`src/rtl/rtc_pkg.sv`:
```
package rtc_pkg;
  typedef enum logic [2:0] {
    REG_CTRL  = 3'd0,
    REG_SEC   = 3'd1,
    REG_SUB   = 3'd2,
    REG_ALARM = 3'd3,
    REG_IVAL  = 3'd4,
    REG_STAT  = 3'd5
  } regSel_e;

  typedef struct packed {
    logic countEn;
    logic secLoad;
    logic alarmLoad;
    logic ivalLoad;
    logic snap;
    logic reload;
  } dpStrobe_t;
endpackage

```
`src/rtl/rtc_datapath.sv`:
```
module rtc_datapath #(
  parameter int DIV    = 32768,
  parameter int DATA_W = 32
) (
  input  logic                 clk,
  input  logic                 porRstN,
  input  logic                 tickEn,
  input  rtc_pkg::dpStrobe_t   stb,
  input  logic [DATA_W-1:0]    wrData,
  output logic [DATA_W-1:0]    seconds,
  output logic [((DIV > 1) ? $clog2(DIV) : 1)-1:0] subCount,
  output logic [((DIV > 1) ? $clog2(DIV) : 1)-1:0] snapSub,
  output logic [DATA_W-1:0]    target,
  output logic [DATA_W-1:0]    interval,
  output logic                 secHit
);
  localparam int PW = (DIV > 1) ? $clog2(DIV) : 1;
  localparam logic [PW-1:0] PMAX = PW'(DIV - 1);

  logic              atMax;
  logic              roll;
  logic [DATA_W-1:0] secNext;

  assign atMax   = (subCount == PMAX);
  assign roll    = stb.countEn & tickEn & atMax & ~stb.secLoad;
  assign secNext = seconds + DATA_W'(1);
  assign secHit  = roll & (secNext == target);

  always_ff @(posedge clk or negedge porRstN) begin
    if (!porRstN) begin
      seconds  <= '0;
      subCount <= '0;
    end else if (stb.secLoad) begin
      seconds  <= wrData;
      subCount <= '0;
    end else if (stb.countEn && tickEn) begin
      if (atMax) begin
        subCount <= '0;
        seconds  <= secNext;
      end else begin
        subCount <= subCount + 1'b1;
      end
    end
  end

  always_ff @(posedge clk or negedge porRstN) begin
    if (!porRstN) begin
      target <= '0;
    end else if (stb.alarmLoad) begin
      target <= wrData;
    end else if (stb.reload) begin
      target <= target + interval;
    end
  end

  always_ff @(posedge clk or negedge porRstN) begin
    if (!porRstN) begin
      interval <= '0;
      snapSub  <= '0;
    end else begin
      if (stb.ivalLoad) interval <= wrData;
      if (stb.snap)     snapSub  <= subCount;
    end
  end
endmodule

```
`src/rtl/rtc_ctrl.sv`:
```
module rtc_ctrl #(
  parameter int DIV    = 32768,
  parameter int DATA_W = 32
) (
  input  logic                 clk,
  input  logic                 porRstN,
  input  logic                 wrEn,
  input  logic                 rdEn,
  input  logic [2:0]           addr,
  input  logic [3:0]           wrBits,
  input  logic                 secHit,
  input  logic [DATA_W-1:0]    seconds,
  input  logic [((DIV > 1) ? $clog2(DIV) : 1)-1:0] snapSub,
  input  logic [DATA_W-1:0]    target,
  input  logic [DATA_W-1:0]    interval,
  output rtc_pkg::dpStrobe_t   stb,
  output logic [DATA_W-1:0]    rdData,
  output logic                 alarmFire,
  output logic                 flag,
  output logic                 runOn,
  output logic                 relOn,
  output logic                 irq,
  output logic                 wakeReq
);
  import rtc_pkg::*;
  localparam int PW = (DIV > 1) ? $clog2(DIV) : 1;

  regSel_e sel;
  logic    almOn, irqOn, armed;
  logic    wrCtrl, wrAlarm, flagClr;

  assign sel     = regSel_e'(addr);
  assign wrCtrl  = wrEn && (sel == REG_CTRL);
  assign wrAlarm = wrEn && (sel == REG_ALARM);
  assign flagClr = wrEn && (sel == REG_STAT) && wrBits[0];

  assign alarmFire = secHit & almOn & armed;

  always_comb begin
    stb           = '0;
    stb.countEn   = runOn;
    stb.secLoad   = wrEn && (sel == REG_SEC);
    stb.alarmLoad = wrAlarm;
    stb.ivalLoad  = wrEn && (sel == REG_IVAL);
    stb.snap      = rdEn && (sel == REG_SEC);
    stb.reload    = alarmFire & relOn;
  end

  always_ff @(posedge clk or negedge porRstN) begin
    if (!porRstN) begin
      runOn <= 1'b0;
      relOn <= 1'b0;
      almOn <= 1'b0;
      irqOn <= 1'b0;
    end else if (wrCtrl) begin
      runOn <= wrBits[0];
      relOn <= wrBits[1];
      almOn <= wrBits[2];
      irqOn <= wrBits[3];
    end
  end

  always_ff @(posedge clk or negedge porRstN) begin
    if (!porRstN) begin
      armed <= 1'b0;
      flag  <= 1'b0;
    end else begin
      if (wrAlarm)                 armed <= 1'b1;
      else if (alarmFire && !relOn) armed <= 1'b0;
      if (alarmFire)    flag <= 1'b1;
      else if (flagClr) flag <= 1'b0;
    end
  end

  always_ff @(posedge clk or negedge porRstN) begin
    if (!porRstN) begin
      rdData <= '0;
    end else if (rdEn) begin
      unique case (sel)
        REG_CTRL:  rdData <= {{(DATA_W-4){1'b0}}, irqOn, almOn, relOn, runOn};
        REG_SEC:   rdData <= seconds;
        REG_SUB:   rdData <= {{(DATA_W-PW){1'b0}}, snapSub};
        REG_ALARM: rdData <= target;
        REG_IVAL:  rdData <= interval;
        REG_STAT:  rdData <= {{(DATA_W-1){1'b0}}, flag};
        default:   rdData <= '0;
      endcase
    end
  end

  assign irq     = flag & irqOn;
  assign wakeReq = flag;
endmodule

```
`src/rtl/rtc_counter_top.sv`:
```
module rtc_counter_top #(
  parameter int DIV    = 32768,
  parameter int DATA_W = 32
) (
  input  logic              clk,
  input  logic              porRstN,
  input  logic              tickEn,
  input  logic              wrEn,
  input  logic              rdEn,
  input  logic [2:0]        addr,
  input  logic [DATA_W-1:0] wrData,
  output logic [DATA_W-1:0] rdData,
  output logic              irq,
  output logic              wakeReq
);
  localparam int PW = (DIV > 1) ? $clog2(DIV) : 1;

  rtc_pkg::dpStrobe_t stb;
  logic [DATA_W-1:0]  seconds, target, interval;
  logic [PW-1:0]      subCount, snapSub;
  logic               secHit, alarmFire, flag, runOn, relOn;

  rtc_datapath #(.DIV(DIV), .DATA_W(DATA_W)) u_dp (
    .clk(clk), .porRstN(porRstN), .tickEn(tickEn), .stb(stb), .wrData(wrData),
    .seconds(seconds), .subCount(subCount), .snapSub(snapSub),
    .target(target), .interval(interval), .secHit(secHit)
  );

  rtc_ctrl #(.DIV(DIV), .DATA_W(DATA_W)) u_ctrl (
    .clk(clk), .porRstN(porRstN), .wrEn(wrEn), .rdEn(rdEn), .addr(addr),
    .wrBits(wrData[3:0]), .secHit(secHit), .seconds(seconds), .snapSub(snapSub),
    .target(target), .interval(interval), .stb(stb), .rdData(rdData),
    .alarmFire(alarmFire), .flag(flag), .runOn(runOn), .relOn(relOn),
    .irq(irq), .wakeReq(wakeReq)
  );
endmodule

```
`config.mk`:
```
export PLATFORM = sky130hd
export DESIGN_NAME = rtc_counter_top
export DESIGN_NICKNAME = d
export VERILOG_FILES = /design/src/rtl/rtc_pkg.sv /design/src/rtl/rtc_datapath.sv /design/src/rtl/rtc_ctrl.sv /design/src/rtl/rtc_counter_top.sv
export SDC_FILE = /design/constraint.sdc
export NUM_CORES = 1
export LEC_CHECK = 0
export BUFFER_PORTS_ARGS = -buffer_cell sky130_fd_sc_hd__buf_2
export CAP_MARGIN = 25
export CORE_UTILIZATION = 45
export CTS_BUF_LIST = sky130_fd_sc_hd__clkbuf_4 sky130_fd_sc_hd__clkbuf_8 sky130_fd_sc_hd__clkbuf_16
export DETAILED_ROUTE_END_ITERATION = 8
export PLACE_DENSITY_LB_ADDON = 0.25
export SLEW_MARGIN = 10
export SYNTH_ARGS = -nofsm -noshare
export SYNTH_HDL_FRONTEND = slang
export SYNTH_HIERARCHICAL = 1
export SYNTH_SLANG_ARGS = --single-unit
```
`constraint.sdc`:
```
create_clock -name clk -period 5.55 [get_ports clk]
set_input_delay 1.11 -clock clk [delete_from_list [all_inputs] [get_ports clk]]
set_output_delay 1.11 -clock clk [all_outputs]
set_load 0.01 [all_outputs]
```
-- After elaboration in Yosys (flattened, before gate mapping)
Index checks and enable logic that the tools add are counted.
- $add $sub $neg: 3
- equality and inequality tests: 7
- multiplexer cells: 13
- bitwise gates (word level): 9
- reduce and logical (&&, ||, !) cells: 17
- operators by type and width (operator ; number):
    32-bit case mux with 6 select lines ; 1
    32-bit 2-to-1 mux ; 5
    15-bit 2-to-1 mux ; 3
    32-bit by 1-bit adder with 32-bit output, second input constant ; 1
    32-bit adder ; 1
    32-bit == test ; 1
    15-bit by 1-bit adder with 15-bit output, second input constant ; 1
    15-bit == test, second input constant ; 1
    2-bit nonzero test ; 5
    1-bit logical AND ; 9
    1-bit bitwise AND ; 8
    3-bit by 2-bit == test with 1-bit output, second input constant ; 2
    3-bit == test, second input constant ; 2
    1-bit 2-to-1 mux ; 4
    3-bit by 1-bit == test with 1-bit output, second input constant ; 1
    3-bit zero test ; 1
    2-bit AND reduction ; 1
    1-bit zero test ; 1
    1-bit NOT ; 1
- register bits: 164
- input port bits: 40
- output and inout port bits: 34
- logic and storage cells: 61

-- Logic depth before layout (Yosys ltp)
Gate-level depths: netlist (run 1).
- depth after elaboration: 10
- mapped depth: 19
- gate-level depth less buffers: 15

-- Cells and area by module
The synthesis (run 1) kept the hierarchy.
- modules (own cells, without submodules) (module ; instances ; cells each ; area an instance (um^2) ; seq. area each (um^2)):
    rtc_datapath ; 1 ; 895 ; 8164.1 ; 3153.0
    rtc_ctrl ; 1 ; 275 ; 2393.5 ; 950.9

-- Least setup slack after synthesis (run 1)
OpenSTA, ideal clock, no wires.
- path type: input port to flip-flop
- start point: input port addr[2]
- end point: register u_dp.target[12]
- arrival time: 4.332 ns
- required time: 5.413 ns
- path slack: 1.081 ns
- stages: 16
- cell sequence: buf_2 > buf_1 > nor3b_1 > clkbuf_1 > nor4_1 > nand3_1 > a2111oi_0 > and3_1 > nand4_1 > a2111oi_2 > and3_1 > and2_1 > clkbuf_1 > buf_1 > mux2i_1 > a21oi_1
- RTL lines (what ; RTL line ; text):
    start: declaration ; rtc_counter_top.sv:10 ; input logic [2:0] addr,
    end signal: assignment ; rtc_datapath.sv:50 ; target <= wrData;
    end signal: assignment ; rtc_datapath.sv:52 ; target <= target + interval;
    end: declaration ; rtc_datapath.sv:13 ; output logic [DATA_W-1:0] target,

==> qor.csv, run 1 <==
stage,metric,value,unit
clocking,TritonCTS buffer count,17,
global_route,wire length of the first global-routing pass,47.9,mm
finish,"most common cell after layout, fill and taps aside",dfrtp_1,
critical_path,WP data arrival,5.11,ns
finish,fin cells,1535,
min_path,WHS Path Cells,1,
clocking,PostCTS Resize Cnt,0,
synthesis,register area share after synthesis,38.9,%
sta,Final setup viols,0,
clocking,clk root buf,clkbuf_16,
global_route,total track usage,25.6,%
min_path,Hold Crit Class,flip-flop to flip-flop,
sta,fmax,211,MHz
floorplanning,Core Region,22800,um2
sta,RSZ-0062 raised after global routing,no,
critical_path,required time of the critical path,5.92,ns
clocking,worst-case clock buffer depth,2,
pwr,internal power,2.63,mW
sta,final-report hold violation count,0,
synthesis,warning count from the yosys run,6,
outcome,status,"complete, no violations",
sta,slew margin rel.,34.1,%
flow_run,max-cap viol count,0,
finish,nets,1283,
place,Placed Area,11100,um2
synthesis,"EDFF count, synth",0,
floorplanning,Initial Util,46.2,%
sta,Post-Route Setup TNS,0,ns
synthesis,Post-Syn Area per Cell,9.02,um2
sta,Final period util,85.3,%
pwr,Comb power frac,32.0,%
place,IO buf count,73,
detailed_routing,mean routed wirelength per cell,19.4,um
global_route,initial antenna violation count,1,
sta,minimum clock period,4.74,ns
sta,Pins Over Slew Limit,0,
finish,multi-input logic area,6040,um2
pwr,LEAKAGE,4.96,nW
global_route,pin count of the biggest net entering global routing,81,
clocking,H-tree levels,4,
finish,Final Cell Area,11700,um2
finish,Register Area,4100,um2
floorplanning,die area,24100,um2
synthesis,Post-synth ARST share,100,%
pwr,Worst VDD drop,0.000172,V
pwr,Overall Power,4.19,mW
clocking,"Clk Latency, worst-skew pair",0.44,ns
critical_path,CP max FO,21,
clocking,post-CTS setup buffer count,0,
detailed_routing,post-DR vias/cell,5.87,
pwr,PwrDens,358,nW/um2
synthesis,Unique masters post-synth,69,
clocking,CTS sink count,164,
critical_path,Worst Setup End Kind,flip-flop,
global_route,global-route congestion overflow total,0,
clocking,Worst-path clk slew,0.07,ns
finish,diode count,0,
detailed_routing,drt initial violations,800,
critical_path,Setup Crit Path Kind,flip-flop to flip-flop,
detailed_routing,via count,9006,
pwr,Psw,1.56,mW
critical_path,R2R depth,15,
finish,fillers,2175,
floorplanning,Cell Rows,55,
sta,hold_ws,0.508,ns
finish,most frequent cells in the layout,"dfrtp_1 (164), nand2_1 (113), nor2_1 (104)",
floorplanning,die width,155,um
sta,Worst Skew,0.0151,ns
synthesis,Mapped Cells,1170,
synthesis,Syn Nets,1244,
synthesis,flop and latch count out of synthesis,164,
detailed_routing,WL final,29.7,mm
pwr,Sw Share,37.1,%
place,Post-DP HPWL,21.2,mm
clocking,CTS tree,done,
clocking,"Hold-fix buffers, CTS",0,
global_route,number of global-route vias before repair,8648,
detailed_routing,ANT nets after route,0,
floorplanning,I/O pin total,74,
synthesis,Mapped Area,10600,um2
pwr,sequential share of power,39.3,%
place,Final GP Congestion,0.907,
detailed_routing,DRT Pass-1 Iters,6,
floorplanning,die height,155,um
finish,area delta synth->final,11.0,%
detailed_routing,residual DRC count,0,
critical_path,Setup crit start kind,flip-flop,
synthesis,"Top FF cell, synth",dfrtp_1,
pwr,clock power share,28.6,%
finish,share of cells above drive strength 1,15.0,%
place,dpl cells,1503,
sta,Worst Tran Pin Value,0.988,ns
stage by stage:
step           setup slack [ns]  util, %
4_1_cts                   0.903     51.3
3_5_place_dp              0.911     48.7
2_1_floorplan              1.08        -
3_3_place_gp               1.06     48.7
6_report                  0.814     51.3
5_1_grt                   0.487     51.3
area by class of cell:
cell class                 count  share of cell area, %
multi-input combinational    909                   51.6
inverter                      30                  0.961
tap                          313                   3.34
clock inverter                15                   1.40
sequential                   164                   35.0
clock buffer                  17                   3.63
timing repair buffer          87                   4.07
critical path: stages (launching register included):
cell and delay [ns]:
dfrtp_1 0.47, ha_1 0.27, nand4_1 0.21, nor4_1 0.60, and4_1 0.53, mux2i_1 0.22
mux2i_1 0.09, o22ai_1 0.19, nand4_1 0.13, a2111oi_2 0.44, and3_1 0.24, and2_1 0.15
inv_1 0.30, or4_1 0.59, a21oi_1 0.13, nand3b_1 0.11
routing by layer:
layer	wire [um]	global-route usage (%)	vias to the layer above
li1	-	-	4249
met1	14100	37.6	4404
met2	13200	39.1	315
met3	1920	3.57	38
met4	485	7.47	0
met5	0	0	-
flip-flops by register name (all words and copies together) (netlist names):
register / count
u_ctrl/irqOn: 1
u_ctrl/runOn: 1
u_dp/target: 32
u_dp/interval: 32
u_dp/snapSub: 15
u_ctrl/armed: 1
u_ctrl/rdData: 32
u_dp/seconds: 32
u_ctrl/flag: 1
u_dp/subCount: 15
u_ctrl/relOn: 1
u_ctrl/almOn: 1
path summary, 6_finish.rpt:
| check | startpoint | end | slack, ns |
|---|---|---|---|
| min in group asynchronous | porRstN | u_dp/subCount[6]$_DFFE_PN0P_ | 0.69 |
| min reg2reg | u_dp/snapSub[7]$_DFFE_PN0P_ | u_dp/snapSub[7]$_DFFE_PN0P_ | 0.51 |
| max reg2reg | u_dp/seconds[0]$_DFFE_PN0P_ | u_dp/target[31]$_DFFE_PN0P_ | 0.81 |
| max | u_dp/seconds[0]$_DFFE_PN0P_ | u_dp/target[31]$_DFFE_PN0P_ | 0.81 |
| min | u_dp/snapSub[7]$_DFFE_PN0P_ | u_dp/snapSub[7]$_DFFE_PN0P_ | 0.51 |
| max in group asynchronous | porRstN | u_dp/seconds[30]$_DFFE_PN0P_ | 3.73 |
cells in the mapped netlist (3+ instances only):
master     number  share of area (%)
a211o_1         3               0.25
a211oi_1        9               0.64
a21boi_0        4               0.28
a21o_1         15                1.1
a21oi_1        97                4.6
a221oi_1        5               0.41
a22o_1          7               0.58
a2bb2oi_1       4               0.33
and2_1          7               0.41
and3_1         26                1.5
and4_1          7               0.58
buf_1           5               0.18
buf_2          13               0.62
buf_4           6               0.43
buf_6           3               0.32
clkbuf_1       40                1.4
dfrtp_1       164                 39
ha_1           33                3.9
inv_1          28                1.0
mux2_2         53                5.7
mux2i_1        48                4.6
nand2_1       113                4.0
nand2b_1        9               0.53
nand3_1        34                1.6
nand3b_1       12               0.85
nand4_1        16               0.95
nor2_1        104                3.7
nor2b_1         5               0.30
nor3_1         29                1.4
nor3b_1         5               0.36
nor4_1          6               0.36
o211ai_1        5               0.36
o21a_1          5               0.36
o21ai_0        74                3.5
o21bai_1        4               0.28
o221ai_1        3               0.25
o22ai_1        18                1.1
o31ai_1         3               0.21
or3_1           7               0.41
or4_1           3               0.21
xnor2_1        64                5.3
xor2_1         42                3.5
cells by family (layout without fill, tap and decap cells):
group / Yosys count / count (layout) / share of synthesized area, %
AO/OA/AOI/OAI: 277 / 277 / 16.0
XOR/XNOR: 106 / 106 / 8.79
adder cells (fa/ha/maj): 34 / 34 / 4.10
buffers and inverters: 97 / 149 / 4.03
flip-flops: 164 / 164 / 38.9
multiplexers: 101 / 101 / 10.2
AND/OR/NAND/NOR: 391 / 391 / 18.0
power groups by stage:
stage	sequential, mW	combinational (mW)	clock (mW)
finish	1.65	1.34	1.20
global route	1.68	1.48	1.27
CTS	1.64	1.32	1.22
detailed placement	1.67	1.32	0
global placement	1.66	1.30	0
floorplan	1.58	1.02	0
No activity file was read; power rests on OpenSTA's default activity.
==> inputs of run 2 (changes only) <==
--- a/config.mk
+++ b/config.mk
@@ -10,7 +10,8 @@
 export CORE_UTILIZATION = 45
 export CTS_BUF_LIST = sky130_fd_sc_hd__clkbuf_4 sky130_fd_sc_hd__clkbuf_8 sky130_fd_sc_hd__clkbuf_16
 export DETAILED_ROUTE_END_ITERATION = 8
-export PLACE_DENSITY_LB_ADDON = 0.25
+export MAX_ROUTING_LAYER = met4
+export PLACE_DENSITY_LB_ADDON = 0.05
 export SLEW_MARGIN = 10
 export SYNTH_ARGS = -nofsm -noshare
 export SYNTH_HDL_FRONTEND = slang
==> qor.csv, run 2 (synthesis results as in run 1) <==
stage,metric,value,unit,change
sta,minimum clock period,4.98,ns,+0.249 ns
finish,fillers,2230,,+2.5%
clocking,"Clk Latency, worst-skew pair",0.43,ns,about the same
floorplanning,die width,155,um,unchanged
sta,Final period util,89.8,%,+4.5 points
detailed_routing,post-DR vias/cell,5.83,,-0.70%
detailed_routing,DRT Pass-1 Iters,5,,-1
sta,Worst Skew,0.0116,ns,-0.00345 ns
critical_path,crit path max-delay cell type,or4_1,,
detailed_routing,WL final,31.7,mm,+6.5%
sta,final-report hold violation count,0,,unchanged
min_path,Hold Crit Class,flip-flop to flip-flop,,
place,IO buf count,73,,unchanged
sta,Pins Over Slew Limit,0,,unchanged
critical_path,WP data arrival,5.34,ns,+0.23 ns
sta,Final setup viols,0,,unchanged
critical_path,Setup crit start kind,flip-flop,,
critical_path,worst r2r src,u_dp/seconds[0]$_DFFE_PN0P_,,
clocking,worst-case clock buffer depth,2,,unchanged
clocking,clk root buf,clkbuf_16,,
global_route,total track usage,27.9,%,+2.4 points
critical_path,"slowest stage delay, CP",0.61,ns,about the same
global_route,number of global-route vias before repair,8469,,-2.1%
floorplanning,die area,24100,um2,unchanged
clocking,Worst-path clk slew,0.07,ns,about the same
floorplanning,Initial Util,46.2,%,unchanged
pwr,LEAKAGE,4.99,nW,+0.74%
critical_path,CP max FO,21,,unchanged
finish,area delta synth->final,11.5,%,
critical_path,Worst Setup End Kind,flip-flop,,
finish,diode count,0,,unchanged
sta,Worst Tran Pin Value,0.999,ns,+0.0103 ns
finish,share of cells above drive strength 1,15.2,%,+0.23 points
detailed_routing,ANT nets after route,0,,unchanged
critical_path,Setup Crit Path Kind,flip-flop to flip-flop,,
outcome,status,"complete, no violations",,
clocking,TritonCTS buffer count,17,,unchanged
clocking,post-CTS setup buffer count,0,,unchanged
place,dpl cells,1504,,+0.067%
finish,most frequent cells in the layout,"dfrtp_1 (164), nand2_1 (113), nor2_1 (104)",,
critical_path,CP bufs+invs,1,,unchanged
flow_run,max-cap viol count,0,,unchanged
critical_path,required time of the critical path,5.91,ns,about the same
sta,fmax,201,MHz,-5.0%
pwr,PwrDens,365,nW/um2,+2.2%
finish,nets,1284,,+0.078%
floorplanning,I/O pin total,74,,unchanged
finish,multi-input logic area,6050,um2,+0.23%
critical_path,Critical Path Start,u_dp/seconds[0]$_DFFE_PN0P_,,
sta,RSZ-0062 raised after global routing,no,,
clocking,CTS sink count,164,,unchanged
place,Final GP Congestion,0.918,,+1.2%
sta,slew margin rel.,33.3,%,-0.76 points
pwr,Worst VDD drop,0.000185,V,+8.0%
sta,Post-Route Setup TNS,0,ns,unchanged
global_route,global-route congestion overflow total,0,,unchanged
floorplanning,Core Region,22800,um2,unchanged
finish,fin cells,1536,,+0.065%
global_route,wire length of the first global-routing pass,49.8,mm,+4.1%
place,Post-DP HPWL,22.7,mm,+7.3%
detailed_routing,drt initial violations,750,,-6.3%
min_path,hold_sp,u_ctrl/rdData[1]$_DFFE_PN0P_,,
floorplanning,die height,155,um,unchanged
critical_path,"delay-heaviest family, CP",simple AND/OR/NAND/NOR gates,,
finish,"most common cell after layout, fill and taps aside",dfrtp_1,,
detailed_routing,residual DRC count,0,,unchanged
clocking,CTS tree,done,,
global_route,pin count of the biggest net entering global routing,81,,unchanged
global_route,initial antenna violation count,0,,-1
floorplanning,Cell Rows,55,,unchanged
critical_path,crit-path cells,ha_1 > nand4_1 > nor4_2 > and4_1 > mux2i_1 > mux2i_1 > o22ai_1 > nand4_1 > a2111oi_2 > and3_1 > and2_2 > inv_1 > or4_1 > a21oi_1 > nand3b_1,,
finish,Register Area,4100,um2,unchanged
clocking,H-tree levels,4,,unchanged
detailed_routing,mean routed wirelength per cell,20.6,um,+6.5%
detailed_routing,via count,8949,,-0.63%
-- run 2: changes by cell type in the layout (fill, tap and decap cells not counted), sizes merged --
cell	previous run	this run
buf	87	88
bufinv	1	3
clkbuf	17	18
clkinvlp	2	0
inv	39	38
-- run 2: path summary, 6_finish.rpt --
check	endpoint	cells past startpoint	slack [ns]
worst max-delay path	u_dp/target[31]$_DFFE_PN0P_	15	0.57
worst min-delay path	u_ctrl/rdData[1]$_DFFE_PN0P_	2	0.50
worst max register to register	u_dp/target[31]$_DFFE_PN0P_	15	0.57
worst min register to register	u_ctrl/rdData[1]$_DFFE_PN0P_	2	0.50
max in group asynchronous	u_ctrl/flag$_DFFE_PN0P_	2	3.71
min in group asynchronous	u_dp/target[7]$_DFFE_PN0P_	1	0.73
-- run 2: worst reg2reg max path, delay by kind of cell (launching register included) --
kind | cells | cell delay, ns
compound gates | 3 | 0.73
fa+ha+maj | 1 | 0.27
buf+inv | 1 | 0.48
flops | 1 | 0.47
mux | 2 | 0.33
simple gates | 8 | 2.66
-- run 2: cell type report --
type | count | area share, %
Multi-Input combinational cell | 909 | 51.4
Sequential cell | 164 | 34.9
Timing Repair Buffer | 88 | 4.11
Clock buffer | 18 | 3.73
Tap cell | 313 | 3.33
Clock inverter | 14 | 1.62
Inverter | 30 | 0.956
-- run 2: metal layers --
metal,GRT usage [%],up-vias,share of wire [%]
li1,-,4267,-
met1,41.3,4371,50
met2,41.1,284,43
met3,3.57,27,5.2
met4,5.18,0,1.1
met5,-,-,0
-- run 2: report_power, final --
part / switching, mW / leakage (nW) / internal [mW]
Clock: 0.553 / 0.312 / 0.739
Sequential: 0.260 / 2.08 / 1.39
Combinational: 0.757 / 2.60 / 0.605
-- run 2: timing repair --
item / CTS / global route
hold buffers: 0 / 0
gates resized for setup: 0 / 1
endpoints found under the setup margin: 0 / 1
-- run 2: per-stage QoR --
| step | hold WS (ns) | utilization [%] | setup WS (ns) | area (um2) | total power, mW |
|---|---|---|---|---|---|
| finish | 0.497 | 51.5 | 0.565 | 11800 | 4.30 |
| global route | 0.535 | 51.5 | 0.178 | 11800 | 4.54 |
| CTS | 0.504 | 51.5 | 0.361 | 11800 | 4.30 |
| detailed placement | 0.485 | 48.8 | 0.371 | 11100 | 3.00 |
| global placement | 0.495 | 48.7 | 0.614 | 11100 | 2.99 |
| floorplan | 0.467 | - | 1.08 | 10600 | 2.60 |
==> inputs of run 3 (changes only) <==
--- a/config.mk
+++ b/config.mk
@@ -7,7 +7,8 @@
 export LEC_CHECK = 0
 export BUFFER_PORTS_ARGS = -buffer_cell sky130_fd_sc_hd__buf_2
 export CAP_MARGIN = 25
-export CORE_UTILIZATION = 45
+export CORE_MARGIN = 2
+export CORE_UTILIZATION = 32
 export CTS_BUF_LIST = sky130_fd_sc_hd__clkbuf_4 sky130_fd_sc_hd__clkbuf_8 sky130_fd_sc_hd__clkbuf_16
 export DETAILED_ROUTE_END_ITERATION = 8
 export MAX_ROUTING_LAYER = met4
==> qor.csv, run 3 (synthesis results as in run 1) <==
stage,metric,value,unit,change
detailed_routing,drt initial violations,534,,-29%
floorplanning,Initial Util,32.4,%,-14 points
sta,minimum clock period,4.61,ns,-0.377 ns
finish,nets,1284,,unchanged
min_path,hold_sp,u_dp/snapSub[2]$_DFFE_PN0P_,,
global_route,global-route congestion overflow total,0,,unchanged
detailed_routing,WL final,35.8,mm,+13%
clocking,H-tree levels,4,,unchanged
floorplanning,die area,34500,um2,+43%
global_route,initial antenna violation count,0,,unchanged
clocking,CTS sink count,164,,unchanged
detailed_routing,mean routed wirelength per cell,21.5,um,+4.3%
clocking,PostCTS Resize Cnt,0,,unchanged
min_path,WHS Path Cells,1,,-1
place,Post-DP HPWL,25.3,mm,+11%
critical_path,required time of the critical path,5.93,ns,+0.02 ns
min_path,Hold Crit Class,flip-flop to flip-flop,,
detailed_routing,post-DR vias/cell,5.32,,-8.8%
global_route,total track usage,22.1,%,-5.8 points
sta,final-report hold violation count,0,,unchanged
global_route,number of global-route vias before repair,8720,,+3.0%
sta,Post-Route Setup TNS,0,ns,unchanged
finish,Finished Core Util,36.7,%,-15 points
clocking,worst-case clock buffer depth,2,,unchanged
sta,RSZ-0062 raised after global routing,no,,
sta,Pins Over Slew Limit,0,,unchanged
finish,fillers,3422,,+53%
critical_path,Worst R2R End,u_dp/target[31]$_DFFE_PN0P_,,
critical_path,Setup crit start kind,flip-flop,,
clocking,"Hold-fix buffers, CTS",0,,unchanged
sta,Final period util,83.0,%,-6.8 points
sta,fmax,217,MHz,+8.2%
place,dpl cells,1632,,+8.5%
pwr,LEAKAGE,4.99,nW,about the same
clocking,"Clk Latency, worst-skew pair",0.44,ns,about the same
sta,Worst Tran Pin Value,1.03,ns,+0.0328 ns
min_path,Hold EP,u_dp/snapSub[2]$_DFFE_PN0P_,,
sta,Final setup viols,0,,unchanged
global_route,wire length of the first global-routing pass,55.2,mm,+11%
sta,Worst Skew,0.0113,ns,-0.000332 ns
floorplanning,Cell Rows,66,,+20%
finish,"most common cell after layout, fill and taps aside",dfrtp_1,,
clocking,TritonCTS buffer count,17,,unchanged
pwr,Worst VDD drop,0.000220,V,+19%
finish,area delta synth->final,13.1,%,
clocking,CTS tree,done,,
detailed_routing,residual DRC count,0,,unchanged
critical_path,Worst Setup End Kind,flip-flop,,
floorplanning,die height,186,um,+20%
detailed_routing,via count,8851,,-1.1%
clocking,post-CTS setup buffer count,0,,unchanged
critical_path,R2R depth,14,,-1
sta,slew margin rel.,31.2,%,-2.1 points
flow_run,max-cap viol count,0,,unchanged
outcome,status,"complete, no violations",,
floorplanning,Core Region,32500,um2,+42%
pwr,Overall Power,4.33,mW,+0.65%
place,IO buf count,73,,unchanged
global_route,pin count of the biggest net entering global routing,85,,+4.9%
critical_path,Reg2Reg Setup Slack,0.94,ns,+0.38 ns
detailed_routing,ANT nets after route,0,,unchanged
floorplanning,die width,186,um,+20%
clocking,Worst-path clk slew,0.07,ns,about the same
place,Final GP Congestion,0.847,,-7.8%
critical_path,CP max FO,22,,+4.8%
pwr,PwrDens,363,nW/um2,-0.78%
detailed_routing,DRT Pass-1 Iters,5,,unchanged
critical_path,Setup Crit Path Kind,flip-flop to flip-flop,,
critical_path,WP data arrival,4.98,ns,-0.36 ns
finish,most frequent cells in the layout,"dfrtp_1 (164), nand2_1 (113), nor2_1 (104)",,
finish,fin cells,1665,,+8.4%
clocking,clk root buf,clkbuf_16,,
floorplanning,I/O pin total,74,,unchanged
critical_path,worst r2r src,u_dp/seconds[5]$_DFFE_PN0P_,,
finish,share of cells above drive strength 1,15.1,%,-0.069 points
==> run 3: critical path, cell delays in order (launching register included) <==
cell       delay (ns)
dfrtp_1          0.55
nand3_2          0.19
or3_1            0.53
nor4_4           0.52
nand2_2          0.14
or3_1            0.32
a21boi_1         0.16
o21ai_1          0.10
a2111oi_2        0.37
and3_1           0.24
and2_2           0.15
inv_1            0.39
or4_1            0.62
a21oi_1          0.12
nand3b_1         0.11
==> run 3: how the worst max path moves through the flow <==
stage,start,to,slack (ns)
after global routing,u_dp/seconds[0]$_DFFE_PN0P_,u_dp/target[31]$_DFFE_PN0P_,0.57
after floorplan,addr[2],u_dp/target[12]$_DFFE_PN0P_,1.08
after CTS,u_dp/seconds[5]$_DFFE_PN0P_,u_dp/target[31]$_DFFE_PN0P_,0.95
after global placement,addr[1],u_dp/target[31]$_DFFE_PN0P_,0.86
final,u_dp/seconds[5]$_DFFE_PN0P_,u_dp/target[31]$_DFFE_PN0P_,0.94
after detailed placement,addr[1],u_dp/target[31]$_DFFE_PN0P_,0.80
==> run 3: metal layers <==
layer | part of all wire (%) | GRT usage (%) | vias to the layer above
met5 | 0 | - | -
met4 | 1.9 | 6.27 | 0
met3 | 4.0 | 3.68 | 34
met2 | 43 | 31.6 | 214
met1 | 51 | 32.0 | 4335
li1 | - | - | 4268
==> run 3: final cells by class <==
| class | count | area, um2 | area share (%) |
|---|---|---|---|
| Multi-Input combinational cell | 909 | 6040 | 50.6 |
| Tap cell | 442 | 553 | 4.63 |
| Timing Repair Buffer | 88 | 517 | 4.33 |
| Sequential cell | 164 | 4100 | 34.4 |
| Antenna cell | 1 | 2.50 | 0.0209 |
| Clock buffer | 23 | 489 | 4.10 |
| Clock inverter | 8 | 125 | 1.05 |
| Inverter | 30 | 113 | 0.943 |
==> run 3: through the flow <==
stage	hold WS [ns]	instance area (um2)	setup WS, ns
3_5_place_dp	0.498	11300	0.802
5_1_grt	0.524	11900	0.567
2_1_floorplan	0.467	10600	1.08
4_1_cts	0.514	11900	0.954
3_3_place_gp	0.494	11300	0.862
6_report	0.511	11900	0.942
==> run 3: power by group <==
part	internal, mW	switching (mW)
sequential	1.39	0.281
combinational	0.611	0.775
clock	0.757	0.518
